==> src/rtl/pll_cfg_pkg.sv <==
package pll_cfg_pkg;

    localparam int CW      = 64;
    localparam int D1_LO   = 0;
    localparam int D1_W    = 6;
    localparam int D2_LO   = 6;
    localparam int D2_W    = 6;
    localparam int D3_LO   = 12;
    localparam int D3_W    = 6;
    localparam int D4_LO   = 18;
    localparam int D4_W    = 7;
    localparam int TM1_BIT = 25;
    localparam int TM2_BIT = 26;
    localparam int CHG_BIT = 27;
    localparam int USED_W  = CHG_BIT + 1;
    localparam logic [CW-1:0] USED_MASK = {{(CW-USED_W){1'b0}}, {USED_W{1'b1}}};

    typedef enum logic [1:0] {
        TGT_NONE  = 2'd0,
        TGT_PLL   = 2'd1,
        TGT_RCTL  = 2'd2,
        TGT_RDATA = 2'd3
    } wr_tgt_e;

    typedef struct packed {
        logic [CW-1:0] stage;
        logic [CW-1:0] active;
    } pll_pair_t;

    typedef struct packed {
        logic [CW-1:0] ctl;
        logic [CW-1:0] data;
    } rng_pair_t;

endpackage

==> src/rtl/pll_wr_decode.sv <==
module pll_wr_decode
    import pll_cfg_pkg::*;
#(
    parameter int               ADDR_W     = 8,
    parameter logic [ADDR_W-1:0] PLL_ADDR   = 8'h00,
    parameter logic [ADDR_W-1:0] RCTL_ADDR  = 8'h20,
    parameter logic [ADDR_W-1:0] RDATA_ADDR = 8'h28
) (
    input  logic              wr_vld,
    input  logic              wr_is_write,
    input  logic [ADDR_W-1:0] wr_addr,
    output wr_tgt_e           tgt
);

    always_comb begin
        tgt = TGT_NONE;
        if (wr_vld && wr_is_write) begin
            if (wr_addr == PLL_ADDR) begin
                tgt = TGT_PLL;
            end else if (wr_addr == RCTL_ADDR) begin
                tgt = TGT_RCTL;
            end else if (wr_addr == RDATA_ADDR) begin
                tgt = TGT_RDATA;
            end
        end
    end

endmodule

==> src/rtl/pll_rst_edge.sv <==
module pll_rst_edge #(
    parameter int SYNC_STAGES = 2
) (
    input  logic clk,
    input  logic rst,
    input  logic pll_rst_n,
    output logic commit
);

    localparam int TOP = SYNC_STAGES - 1;

    typedef struct packed {
        logic [SYNC_STAGES-1:0] chain;
        logic                   prev;
    } edge_st_t;

    edge_st_t st_d, st_q;

    always_comb begin
        st_d = st_q;
        st_d.chain = {st_q.chain[TOP-1:0], pll_rst_n};
        st_d.prev  = st_q.chain[TOP];
        commit     = st_q.chain[TOP] & ~st_q.prev;
    end

    always_ff @(posedge clk) begin
        if (rst) begin
            st_q <= '{chain: {SYNC_STAGES{1'b1}}, prev: 1'b1};
        end else begin
            st_q <= st_d;
        end
    end

endmodule

==> src/rtl/pll_ctl_stage.sv <==
module pll_ctl_stage
    import pll_cfg_pkg::*;
#(
    parameter logic [CW-1:0]   PLL_INIT = 64'h0000_0000_0020_11C0,
    parameter logic [D2_W-1:0] BYP_DIV2 = 6'h07,
    parameter logic [D4_W-1:0] BYP_DIV4 = 7'h08
) (
    input  logic          clk,
    input  logic          rst,
    input  logic          wr_en,
    input  logic [CW-1:0] wr_data,
    input  logic          commit,
    input  logic          byp_en,
    output logic [CW-1:0] stage_q,
    output logic [CW-1:0] active_q
);

    localparam logic [CW-1:0] INIT_CLEAN = PLL_INIT & USED_MASK;

    pll_pair_t pr_d, pr_q;

    always_comb begin
        pr_d = pr_q;
        if (commit) begin
            pr_d.active = pr_q.stage;
            if (byp_en) begin
                pr_d.active[D2_LO +: D2_W] = BYP_DIV2;
                pr_d.active[D4_LO +: D4_W] = BYP_DIV4;
            end
        end
        if (wr_en) begin
            pr_d.stage = wr_data & USED_MASK;
        end
    end

    always_ff @(posedge clk) begin
        if (rst) begin
            pr_q <= '{stage: INIT_CLEAN, active: INIT_CLEAN};
        end else begin
            pr_q <= pr_d;
        end
    end

    assign stage_q  = pr_q.stage;
    assign active_q = pr_q.active;

endmodule

==> src/rtl/rng_regs.sv <==
module rng_regs
    import pll_cfg_pkg::*;
(
    input  logic          clk,
    input  logic          rst,
    input  wr_tgt_e       tgt,
    input  logic [CW-1:0] wr_data,
    output logic [CW-1:0] ctl_q,
    output logic [CW-1:0] data_q
);

    rng_pair_t rg_d, rg_q;

    always_comb begin
        rg_d = rg_q;
        case (tgt)
            TGT_RCTL:  rg_d.ctl  = wr_data;
            TGT_RDATA: rg_d.data = wr_data;
            default:   ;
        endcase
    end

    always_ff @(posedge clk) begin
        if (rst) begin
            rg_q <= '0;
        end else begin
            rg_q <= rg_d;
        end
    end

    assign ctl_q  = rg_q.ctl;
    assign data_q = rg_q.data;

endmodule

==> src/rtl/pll_cfg_regfile.sv <==
module pll_cfg_regfile
    import pll_cfg_pkg::*;
#(
    parameter int                ADDR_W      = 8,
    parameter logic [ADDR_W-1:0] PLL_ADDR    = 8'h00,
    parameter logic [ADDR_W-1:0] RCTL_ADDR   = 8'h20,
    parameter logic [ADDR_W-1:0] RDATA_ADDR  = 8'h28,
    parameter int                SYNC_STAGES = 2,
    parameter logic [63:0]       PLL_INIT    = 64'h0000_0000_0020_11C0,
    parameter logic [5:0]        BYP_DIV2    = 6'h07,
    parameter logic [6:0]        BYP_DIV4    = 7'h08
) (
    input  logic              clk,
    input  logic              rst,
    input  logic              wr_vld,
    input  logic              wr_is_write,
    input  logic [ADDR_W-1:0] wr_addr,
    input  logic [63:0]       wr_data,
    input  logic              pll_rst_n,
    input  logic              byp_en,
    output logic [63:0]       pll_ctl_act,
    output logic [63:0]       pll_ctl_stg,
    output logic [63:0]       rng_ctl,
    output logic [63:0]       rng_data,
    output logic [5:0]        div1,
    output logic [5:0]        div2,
    output logic [5:0]        div3,
    output logic [6:0]        div4,
    output logic              test_mode
);

    wr_tgt_e tgt_w;
    logic    commit_w;

    pll_wr_decode #(
        .ADDR_W    (ADDR_W),
        .PLL_ADDR  (PLL_ADDR),
        .RCTL_ADDR (RCTL_ADDR),
        .RDATA_ADDR(RDATA_ADDR)
    ) u_dec (
        .wr_vld     (wr_vld),
        .wr_is_write(wr_is_write),
        .wr_addr    (wr_addr),
        .tgt        (tgt_w)
    );

    pll_rst_edge #(
        .SYNC_STAGES(SYNC_STAGES)
    ) u_edge (
        .clk      (clk),
        .rst      (rst),
        .pll_rst_n(pll_rst_n),
        .commit   (commit_w)
    );

    pll_ctl_stage #(
        .PLL_INIT(PLL_INIT),
        .BYP_DIV2(BYP_DIV2),
        .BYP_DIV4(BYP_DIV4)
    ) u_stage (
        .clk     (clk),
        .rst     (rst),
        .wr_en   (tgt_w == TGT_PLL),
        .wr_data (wr_data),
        .commit  (commit_w),
        .byp_en  (byp_en),
        .stage_q (pll_ctl_stg),
        .active_q(pll_ctl_act)
    );

    rng_regs u_rng (
        .clk    (clk),
        .rst    (rst),
        .tgt    (tgt_w),
        .wr_data(wr_data),
        .ctl_q  (rng_ctl),
        .data_q (rng_data)
    );

    always_comb begin
        div1      = pll_ctl_act[D1_LO +: D1_W];
        div2      = pll_ctl_act[D2_LO +: D2_W];
        div3      = pll_ctl_act[D3_LO +: D3_W];
        div4      = pll_ctl_act[D4_LO +: D4_W];
        test_mode = pll_ctl_act[TM1_BIT] | pll_ctl_act[TM2_BIT];
    end

endmodule

==> config.mk <==
export PLATFORM = sky130hd
export DESIGN_NAME = pll_cfg_regfile
export DESIGN_NICKNAME = d
export VERILOG_FILES = /design/src/rtl/pll_cfg_pkg.sv /design/src/rtl/pll_wr_decode.sv /design/src/rtl/pll_rst_edge.sv /design/src/rtl/pll_ctl_stage.sv /design/src/rtl/rng_regs.sv /design/src/rtl/pll_cfg_regfile.sv
export SDC_FILE = /design/constraint.sdc
export NUM_CORES = 1
export LEC_CHECK = 0
export BUFFER_PORTS_ARGS = -buffer_cell sky130_fd_sc_hd__buf_2
export CORE_AREA = 3 3 140 142
export CTS_BUF_LIST = sky130_fd_sc_hd__clkbuf_4 sky130_fd_sc_hd__clkbuf_8 sky130_fd_sc_hd__clkbuf_16
export CTS_CLUSTER_DIAMETER = 100
export DETAILED_ROUTE_END_ITERATION = 8
export DIE_AREA = 0 0 143 145
export PLACE_DENSITY_LB_ADDON = 0.2
export SKIP_CTS_REPAIR_TIMING = 1
export SLEW_MARGIN = 20
export SYNTH_ARGS = -nofsm -noshare
export SYNTH_HDL_FRONTEND = slang
export SYNTH_SLANG_ARGS = --single-unit
==> constraint.sdc <==
create_clock -name clk -period 1.9 [get_ports clk]
set_clock_uncertainty 0.2 [all_clocks]
set_input_delay 0.38 -clock clk [delete_from_list [all_inputs] [get_ports clk]]
set_output_delay 0.38 -clock clk [all_outputs]
set_load 0.02 [all_outputs]
# Word level (Yosys, flattened, before mapping)
# Index checks and enable logic that the tools add are counted.
# Widths: inputs -> output; s select.
dict set report word_totals {
  regBits 187
  input_bits 78
  word_cells 22
}
dict set report op_classes {
  n_eq_ne 5
  n_mux 6
  bitwise 3
  n_reduce_logical 2
}
# cell n
set op_table {}
lappend op_table {{$eq 8x6->1 const B} 2}
lappend op_table {{$logic_not 8->1} 1}
lappend op_table {{$mux 2} 4}
lappend op_table {{$mux 7} 1}
lappend op_table {{$mux 6} 1}
lappend op_table {{$eq 2x2->1 const B} 2}
lappend op_table {{$eq 2x1->1 const B} 1}
lappend op_table {{$and 1x1->1} 1}
lappend op_table {{$logic_and 1x1->1} 1}
lappend op_table {{$not 1->1} 1}
lappend op_table {{$or 1x1->1} 1}

# Depth between registers and ports, before layout
# Gate-level depths: netlist (run 1).
dict set report logic_depth {
  word_depth 6
  ltp_mapped 5
}

# Modules after synthesis
# From an unflattened synthesis (run 1), not the netlist that was laid out.
dict set report hier_totals {
  hier_cells 799
  hier_area_um2 8364.3
}
# mod instances cells_per_inst area_per_inst_um2 seq_area_each_um2
set by_module_without_submodules {}
lappend by_module_without_submodules {rng_regs 1 486 5375.2 2562.5}
lappend by_module_without_submodules {pll_ctl_stage 1 273 2652.5 1121.1}
lappend by_module_without_submodules {pll_cfg_regfile 1 27 200.2 0.0}
lappend by_module_without_submodules {pll_rst_edge 1 7 85.1 60.1}
lappend by_module_without_submodules {pll_wr_decode 1 6 51.3 0.0}

# Least setup slack after synthesis (run 1)
# Ideal clock, no wire load.
dict set report synth_path {
  kind {input -> register}
  start {input wr_addr[1]}
  end {register u_rng.rg_q (netlist bit u_rng.ctl_q[0])}
  setup_time_ps 119
  arrival_ps 1228
  slack_ps 353
  path_stages 5
  n_path_buf 2
  cell_sequence {nor4_4 > nand4b_1 > buf_6 > buf_8 > mux2i_1}
}
dict set report synth_via {
  elab_chain_len 6
  word_cells_on_any_way 8
  cone_classes {3 x eq/ne; 4 x mux; 1 x reduce/logical}
}
# item line_no
set synth_rtl {}
lappend synth_rtl {{start, declared} pll_cfg_regfile.sv:17} ;# input logic [ADDR_W-1:0] wr_addr,
lappend synth_rtl {{$eq 8x6->1} pll_wr_decode.sv:22} ;# end else if (wr_addr == RDATA_ADDR) begin
lappend synth_rtl {{$mux 2} pll_wr_decode.sv:22}
lappend synth_rtl {{$mux 2} pll_wr_decode.sv:20} ;# end else if (wr_addr == RCTL_ADDR) begin
lappend synth_rtl {{$mux 2 *} pll_wr_decode.sv:18} ;# if (wr_addr == PLL_ADDR) begin
lappend synth_rtl {{$mux 2 *} pll_wr_decode.sv:17} ;# if (wr_vld && wr_is_write) begin
lappend synth_rtl {{$eq 2x2->1 *} rng_regs.sv:16} ;# case (tgt)
lappend synth_rtl {{end signal, assigned} rng_regs.sv:27} ;# rg_q <= rg_d;
lappend synth_rtl {{end, declared} rng_regs.sv:12} ;# rng_pair_t rg_d, rg_q;
# Every way passes the cells marked *; elsewhere a longest branch is shown, timed or not.
# A chain may end at the register's enable or synchronous reset.

# Worst setup path in the final report (run 1)
dict set report layout_path {
  start {register u_stage.pr_q (netlist bit u_stage.active_q[25])}
  end {output test_mode}
}
dict set report layout_via {
  elab_chain_len 1
}
# item line_no
set layout_rtl {}
lappend layout_rtl {{start, declared} pll_ctl_stage.sv:20} ;# pll_pair_t pr_d, pr_q;
lappend layout_rtl {{start signal, assigned} pll_ctl_stage.sv:38} ;# pr_q <= '{stage: INIT_CLEAN, active: INIT_CLEAN};
lappend layout_rtl {{start signal, assigned} pll_ctl_stage.sv:40} ;# pr_q <= pr_d;
lappend layout_rtl {{$or 1x1->1} pll_cfg_regfile.sv:85} ;# test_mode = pll_ctl_act[TM1_BIT] | pll_ctl_act[TM2_BIT];
lappend layout_rtl {{end, declared} pll_cfg_regfile.sv:29} ;# output logic test_mode
# No other way between the ends.

==> results of run 1 <==
cell type report:
| type | instances | area (um2) |
|---|---|---|
| tap | 234 | 293 |
| fill | 1748 | 8630 |
| clock buffer | 17 | 425 |
| multi-input combinational | 549 | 3720 |
| timing repair buffer | 302 | 1640 |
| sequential | 187 | 3740 |
| clock inverter | 15 | 133 |
cells in the final DEF, fill, tap and decap left out, types with 2 or more instances in the layout:
master	Yosys	routed
a21oi_1	23	23
buf_12	0	7
buf_2	4	286
buf_4	98	8
clkbuf_16	0	17
clkinv_2	0	2
clkinv_4	0	2
clkinvlp_4	0	3
conb_1	1	72
dfxtp_1	187	187
inv_6	0	5
inv_8	0	2
mux2i_1	156	156
nand2_1	39	39
nand2b_1	216	216
nand3b_1	10	10
nor2_1	15	15
nor3_1	4	4
o21bai_1	4	4
or2_2	4	4
synth_stat cells:
master	count
nand2b_1	216
dfxtp_1	187
mux2i_1	156
buf_4	98
nand2_1	39
clkbuf_1	28
a21oi_1	23
nor2_1	15
buf_8	12
nand3b_1	10
buf_2	4
buf_6	4
nor3_1	4
o21bai_1	4
or2_2	4
buf_1	3
and4bb_2	1
conb_1	1
nand3_1	1
nand4_1	1
nand4b_1	1
nor2b_1	1
nor4_4	1
power by group through the flow:
stage	Clock, mW	Sequential, mW	Combinational [mW]
3_3_place_gp	0	4.02	0.470
5_1_grt	3.63	3.92	0.516
4_1_cts	3.45	3.92	0.471
2_1_floorplan	0	4.02	0.435
3_5_place_dp	0	4.02	0.470
6_report	3.36	3.92	0.471
critical path, stage by stage, from the launching register on:
cell and delay [ps]:
dfxtp_1 360, or2_2 300, buf_2 160
state kept, by name, indices dropped and copies added, names as in the netlist:
name	count
u_edge.st_d	2
u_edge.st_q	1
u_rng.ctl_q	64
u_rng.data_q	64
u_stage.active_q	28
u_stage.stage_q	28
kinds of logic after synthesis:
| logic type | Yosys count | share of synthesized area [%] |
|---|---|---|
| multiplexers | 156 | 18.8 |
| flip-flops | 187 | 45.2 |
| other | 1 | 0.0453 |
| AO/OA/AOI/OAI | 27 | 1.75 |
| buffers and inverters | 149 | 13.2 |
| AND/OR/NAND/NOR | 294 | 20.9 |
metal layers:
metal / up-vias / track usage [%]
met2: 241 / 29.3
met4: 0 / 6.13
li1: 2962 / -
met1: 2743 / 21.6
met5: - / 0
met3: 27 / 7.25
stage by stage:
| step | cells | utilization, % | total power [mW] | setup WS [ps] |
|---|---|---|---|---|
| 2_1_floorplan | 885 | - | 4.45 | 353 |
| 3_3_place_gp | 1271 | 50.5 | 4.49 | 47.4 |
| 3_5_place_dp | 1271 | 50.5 | 4.49 | 23.5 |
| 4_1_cts | 1303 | 53.5 | 7.85 | 48.9 |
| 5_1_grt | 1304 | 53.6 | 8.07 | 32.0 |
| 6_report | 1304 | 53.6 | 7.76 | 85.4 |
path summary, 6_finish.rpt:
kind                        start              endpoint  slack (ps)  depth (start not counted)
max          u_stage.active_q[25]             test_mode          90                          2
max reg2reg        u_edge.st_q[0]  u_stage.active_q[21]         530                          4
min reg2reg        u_edge.st_d[2]        u_edge.st_d[0]         210                          1
min                   wr_data[57]       u_rng.ctl_q[57]          20                          3
==> impl_results.md, run 1 <==
- RSZ-0062 raised after global routing: no
- Outcome: finished clean
- Internal power: 5.82 mW
- DR iter-0 viols: 164
- DIE HEIGHT: 145 um
- Startpoint Class: flip-flop
- CP max FO: 3
- Psw: 1.93 mW
- Total GRT Usage: 18.0%
- Top cell type's share of synthesized area: 45.2%
- Core area: 0.0186 mm2
- Yosys warning count: 0
- WP data required: about 1300 ps
- Drt via density: 4.58
- Maxcap violations: 0
- Endpoints failing hold: 0
- Top area cells in the synthesized netlist: dfxtp_1, mux2i_1, nand2b_1
- Worst min path class: input pin to flip-flop
- Full die area: approximately 0.021 mm2
- WL met3: 1.71 mm
- Critical path type: flip-flop to primary output
- H-tree Lvls: 4
- Routability cong.: 0.759
- Peak Freq: 551 MHz
- Clk Latency, worst-skew pair: ~420 ps
- DR vias: about 6000
- Clock transition at path regs: roughly 80 ps
- Remaining antenna violation count: 0
- Synth-to-Final Area Change: 20.1%
- Max VDD drop: 0.563 mV
- Worst-Margin Slew: roughly 510 ps
- FP Rows: 50
- Design area: 0.00995 mm2
- CTS tree: done
- Boundary pin count: 360
- DRC: 0
- Initial core utilization: between 40 and 50%
- CTS root buf: clkbuf_16
- Uppermost routed layer: met4
- WL final: 19.4 mm
- Avg Inst Size Synth: about 10 um2
- Fin Hold WS: 24.9 ps
- Sink Count: 187
- DP Area: 0.00939 mm2
- Fin crit period: 1810 ps
- Register share of total power: approximately half
- Port Buffers: 287
- Sw Ratio: 24.9%
- Initial antenna violation count: 0
- First-pass GRT wire length: 29.7 mm
- Vias in the first global route: 5674
- PD cells: about 800 mW/mm2
- Crit path DAT: 1230 ps
- Post-synth top area cell: dfxtp_1
- Hpwl dp: 13.9 mm
- Setup_tns: 0 ps
- Count of unique library cells instantiated by Yosys: 23
- Share of cells above drive strength 1: 31.9%
- Largest net degree at the start of global routing: 81
- Comb pwr share: 6.1%
- Post-Syn Instances: 814
- Clk buf depth: 2
- Leakage: 5.57 nW
- CTS Buf Count: 17
- Nets: 1135
- Antenna cells: 0
- Clock Power Share: 43.3%
- Slew headroom: about two thirds
- First-pass detailed-route iteration total: 4
- Overflow after GRT: 0
- Final worst path period share: 95.5%
- Cell Area, Synth: about 0.0083 mm2
- Count of final setup violators: 0
- Synth Register Bits: 187
- M1 wire length: 8.05 mm
- Die Wd: 143 um
- Final Max Tran Viols: 0
- DR WL met2: between 9 and 10 mm
- Share of the yosys chip area belonging to registers: 45.2%
- Crit end category: primary output
- WL per Instance: 14.8 um
Power figures use the tool's default switching activity.
==> run 2, diff against run 1 <==
Settings changed: SETUP_SLACK_MARGIN set to 0.3.
==> run 2 against run 1 <==
Die area is the same. Sequential share of layout area shrank 0.24 points. Sequential cell count unchanged. Sequential power barely moved.
==> impl_results.md, run 2 (synthesis gave the netlist of run 1 again) <==
- CP max FO: 3
- WP data required: roughly 1300 ps
- RSZ-0062 raised after global routing: yes
- DRC: 0
- First-pass GRT wire length: approximately 30 mm
- Placed cell count: 1271
- CTS Buf Count: 17
- Final setup margin: 192 ps
- Bufs and invs on worst path: 1
- Vias in the first global route: roughly 5700
- Overflow after GRT: 0
- Slew headroom: 66.1%
- Largest net degree at the start of global routing: 81
- Hpwl dp: 13.9 mm
- Peak Freq: 586 MHz
- Crit-path max cell delay: 350 ps
- Clock transition at path regs: 80 ps
- Worst slack, placed: 23.5 ps
- H-tree Lvls: 4
- PD cells: around 770 mW/mm2
- WL final: 19.5 mm
- Reg-to-reg startpoint: u_edge.st_q[0]
- FP Rows: 50
- Total GRT Usage: 18.0%
- Nets: 1136
- Outcome: finished clean
- Core area: 0.0186 mm2
- Synth-to-Final Area Change: 21.6%
- Final Max Tran Viols: 0
- Pwr Total: 7.75 mW
- CTS root buf: clkbuf_16
- Most frequent cells in the layout: buf_2, nand2b_1, dfxtp_1
- Setup_tns: 0 ps
- Non-Filler Instances: about 1300
- Leakage: 5.58 nW
- Endpoints failing hold: 0
- Antenna cells: 0
- Count of final setup violators: 0
- Clk Latency, worst-skew pair: 420 ps
- Die Wd: 143 um
- Fin Hold WS: roughly 22 ps
- Crit path DAT: 1130 ps
- Critical Path Source: u_stage.active_q[25]
- Sink Count: 187
- Crit path max-delay family: flip-flops
- Max VDD drop: between 0.5 and 0.6 mV
- Beginning of the worst hold path: wr_data[57]
- WL per Instance: 14.9 um
- First-pass detailed-route iteration total: 4
- Final worst path period share: 89.9%
- Worst min path class: input pin to flip-flop
- Routability cong.: 0.759
- Worst-path cell chain: or2_4, buf_6
- DR iter-0 viols: 198
- Initial core utilization: 44.6%
- Remaining antenna violation count: 0
- Port Buffers: 287
- Design area: between 0.01 and 0.015 mm2
- Slowest CP cell: dfxtp_4
- DIE HEIGHT: ~150 um
- Initial antenna violation count: 0
- Clk buf depth: 2
- CTS tree: done
- Critical path type: flip-flop to primary output
- Full die area: 0.0207 mm2
- Worst-Margin Slew: 509 ps
- Crit end category: primary output
- DP Area: 0.00939 mm2
- Util after Layout: 54.2%
- Commonest non-fill, non-tap cell in the layout: buf_2
- Drt via density: 4.58
- Startpoint Class: flip-flop
- Maxcap violations: 0
- DR vias: 5976
- Share of cells above drive strength 1: around 33%
- Boundary pin count: 360
- Fin crit period: ~1700 ps
## run 2: cell count changes in the layout (fill, tap and decap cells not counted), sizes merged
cell  before  now
buf      301  302
## run 2: area by class of cell
cell class	count	area (um2)
Clock inverter	15	133
Timing Repair Buffer	303	1740
Fill cell	1738	8510
Multi-Input combinational cell	549	3720
Tap cell	234	293
Sequential cell	187	3760
Clock buffer	17	425
## run 2: report_power, final
part | internal (mW) | switching [mW] | leakage, nW | total, mW
clock network | 1.72 | 1.64 | 0.268 | 3.36
registers | 3.92 | 0.00280 | 1.51 | 3.92
logic | 0.177 | 0.294 | 3.81 | 0.471
total | 5.82 | 1.93 | 5.58 | 7.75
## run 2: worst paths after layout
path,endpoint,slack [ps],cells after the start
setup / recovery,test_mode,190,2
setup reg to reg,u_stage.active_q[21],530,4
hold reg to reg,u_edge.st_d[0],210,1
hold / removal,u_rng.ctl_q[57],20,3
## run 2: metal layers
metal  track usage [%]  wire (um)  up-vias  share of wire (%)
li1                  -          -     2963                  -
met1              21.6       8120     2748                 42
met2              29.3       9330      237                 48
met3              7.25       1670       28                8.6
met4              6.13        369        0                1.9
met5                 0          0        -                  0
## run 2: worst reg2reg max path, cell delays in order, from the launching register on
cell	delay (ps)
dfxtp_1	310
nand2b_1	260
buf_12	220
nor3_1	180
o21bai_1	90
==> run 3, diff against run 2 <==
--- a/config.mk
+++ b/config.mk
@@ -6,10 +6,12 @@
 export NUM_CORES = 1
 export LEC_CHECK = 0
+export ABC_AREA = 1
 export BUFFER_PORTS_ARGS = -buffer_cell sky130_fd_sc_hd__buf_2
-export CORE_AREA = 3 3 140 142
+export CORE_ASPECT_RATIO = 1.1
+export CORE_MARGIN = 3
+export CORE_UTILIZATION = 42
 export CTS_BUF_LIST = sky130_fd_sc_hd__clkbuf_4 sky130_fd_sc_hd__clkbuf_8 sky130_fd_sc_hd__clkbuf_16
 export CTS_CLUSTER_DIAMETER = 100
 export DETAILED_ROUTE_END_ITERATION = 8
-export DIE_AREA = 0 0 143 145
 export PLACE_DENSITY_LB_ADDON = 0.2
 export SETUP_SLACK_MARGIN = 0.3
==> constraint.sdc (replaced) <==
create_clock -name clk -period 1.5 [get_ports clk]
set_clock_uncertainty 0.2 [all_clocks]
set_input_delay 0.3 -clock clk [delete_from_list [all_inputs] [get_ports clk]]
set_output_delay 0.3 -clock clk [all_outputs]
set_load 0.005 [all_outputs]
==> run 3 against run 2 <==
The flow now finishes with violations (negative hold slack, negative setup slack). Critical path depth is the same. Clock-buffer cell count grew 2. Synthesized area shrank 5.8%. Combinational power grew 75%. Cell count grew 27%. Synthesized cell count grew 25%. Critical endpoint unchanged.
==> impl_results.md, run 3 <==
- Synth Register Bits: around 190
- Fillers: between 1000 and 1500
- Final setup margin: -105 ps
- Vias in the first global route: 6310
- Worst reg2reg path depth: 6
- Reg-to-reg startpoint: u_edge.st_d[0]
- CP max FO: 3
- Initial antenna violation count: 0
- Die Wd: about 140 um
- Leakage: 6.09 nW
- First-pass detailed-route iteration total: 5
- Pwr Total: 10.7 mW
- Most common cell in the netlist: dfxtp_1
- Final Max Tran Viols: 0
- Endpoints failing hold: 2
- DIE HEIGHT: 149 um
- H-tree Lvls: 4
- Hpwl dp: 16.4 mm
- Clock transition at path regs: around 70 ps
- Critical Path Source: u_stage.active_q[25]
- Most frequent cells in the layout: dfxtp_2, buf_2, nor2_1
- Failing checks: negative hold slack, negative setup slack
- DR iter-0 viols: 268
- Most common library cells after synthesis: dfxtp_1, nor2_1, inv_1, buf_4, a21oi_1
- Startpoint Class: flip-flop
- Initial core utilization: a little over two fifths
- Ys flop type: dfxtp_1
- Antenna cells: 0
- Largest family of logic cells by synthesized area: buffers and inverters
- Routability cong.: 0.810
- Share of cells above drive strength 1: a little under three fifths
- CTS root buf: clkbuf_16
- Worst slack, placed: -302 ps
- Count of unique library cells instantiated by Yosys: 23
- Xor and xnor area share after synthesis: 0%
- Top cell type's share of synthesized area: a little under half
- Share of the yosys chip area belonging to registers: 48.0%
- Critical path type: flip-flop to primary output
- Outcome: complete, but fails checks
- Remaining antenna violation count: 0
- Maxcap violations: 0
- DRC: 0
- Post-Syn Instances: 1019
- DR vias: 7764
- Yosys warning count: 0
- Total GRT Usage: 20.6%
- Overflow after GRT: 0
- WP data required: 1000 ps
- Clk Latency, worst-skew pair: ~420 ps
- Peak Freq: 623 MHz
- Reg2Reg Setup Slack: between 100 and 150 ps
- CTS tree: done
- Crit path DAT: roughly 1100 ps
- Sink Count: between 150 and 200
- EDFF count, synth: 0
- Max VDD drop: 0.798 mV
- Post-synth top area cell: dfxtp_1
- Clk buf depth: 2
- PD cells: 816 mW/mm2
- Hold Path Stages: 3
- Worst min path class: input pin to flip-flop
- Reg2Reg Capture Point: u_stage.active_q[17]
- Top area cells in the synthesized netlist: dfxtp_1, buf_4, nor2_1
- Nets: 1479
- Core area: 0.0180 mm2
- Port Buffers: 287
- Crit end category: primary output
- WL per Instance: 16.5 um
- Count of final setup violators: 1
- Fin crit period: 1610 ps
- RSZ-0062 raised after global routing: yes
- Post-synthesis compound-gate area fraction: 14.9%
- Largest net degree at the start of global routing: 52
- First-pass GRT wire length: 32.9 mm
- Synth Area in Simple Gates: 16.0%
- CTS Buf Count: 17
- Commonest non-fill, non-tap cell in the layout: dfxtp_2
- Boundary pin count: 360
- CP Capture Point: test_mode
- Cell Area, Synth: around 0.0078 mm2
- Asr flop ratio synth: 0%
- Area share of fa/ha/maj cells after synthesis: 0%
- Drt via density: ~4.7
- WL final: 27.3 mm
- Final worst path period share: 107%
- Avg Inst Size Synth: 7.66 um2
- Fin Hold WS: -9.36 ps
- Full die area: 0.0203 mm2
- Synth-to-Final Area Change: 67.5%
- Multiplexer share of the synthesized area: 0%
- FP Rows: 51
==> run 3: changes by cell type after synthesis, moves of 20 or more <==
cell / before / now
a21oi_1: 23 / 87
nand3_1: 1 / 21
inv_1: 0 / 143
o21ai_1: 0 / 60
nand2b_1: 216 / 0
nand2_1: 39 / 76
nor2_1: 15 / 155
o21ai_0: 0 / 86
mux2i_1: 156 / 0
nand4_1: 1 / 28
==> run 3: kinds of logic (layout without fill, tap and decap cells) <==
family / count (synthesis) / after routing
buf+inv: 307 / 631
simple gates: 291 / 291
compound gates: 233 / 233
flops: 187 / 187
other cells: 1 / 72
==> run 3: area by class of cell <==
class / instances / area, um2 / share of cell area, %
sequential: 187 / 3990 / 30.5
clock inverter: 13 / 185 / 1.42
timing repair buffer: 451 / 4180 / 32.0
clock buffer: 19 / 447 / 3.42
multi-input combinational: 596 / 3380 / 25.9
inverter: 147 / 581 / 4.44
timing repair inverter: 1 / 7.51 / 0.0574
tap: 238 / 298 / 2.28
==> run 3: per-layer routing <==
| metal | track usage, % | up-vias | part of all wire [%] |
|---|---|---|---|
| li1 | - | 3809 | - |
| met1 | 23.6 | 3572 | 37 |
| met2 | 35.9 | 316 | 53 |
| met3 | 7.02 | 67 | 7.6 |
| met4 | 6.70 | 0 | 3.2 |
| met5 | 0 | - | 0 |
==> run 3: stage by stage <==
stage | hold slack (ps) | cells | utilization, % | cell area [um2] | setup TNS (ps)
after floorplan | 189 | 1090 | - | 8240 | 0
after global placement | 199 | 1499 | 51.8 | 9320 | -31560
after detailed placement | 211 | 1499 | 51.8 | 9320 | -35820
after CTS | -155 | 1531 | 55.3 | 9960 | -198
after global routing | 4.69 | 1652 | 72.7 | 13100 | -676
final | -9.36 | 1652 | 72.7 | 13100 | -105
==> run 3: critical path, cell delays in order, from the launching register on <==
cell     delay (ps)
dfxtp_2         320
or2_4           250
buf_6           110
==> run 3: report_power, final <==
group          switching [mW]  internal, mW  total (mW)
clock                    1.98          2.87        4.85
combinational           0.438         0.386       0.824
sequential             0.0210          4.98        5.00
total                    2.44          8.23        10.7
==> run 3: worst min path at each step <==
stage	from	to	slack (ps)
global route	wr_data[10]	u_rng.data_q[10]	5
finish	byp_en	u_stage.active_q[6]	-9
detailed placement	u_edge.st_d[2]	u_edge.st_d[0]	210
global placement	u_edge.st_d[2]	u_edge.st_d[0]	200
floorplan	u_edge.st_d[2]	u_edge.st_d[0]	190
CTS	pll_rst_n	u_edge.st_d[2]	-150
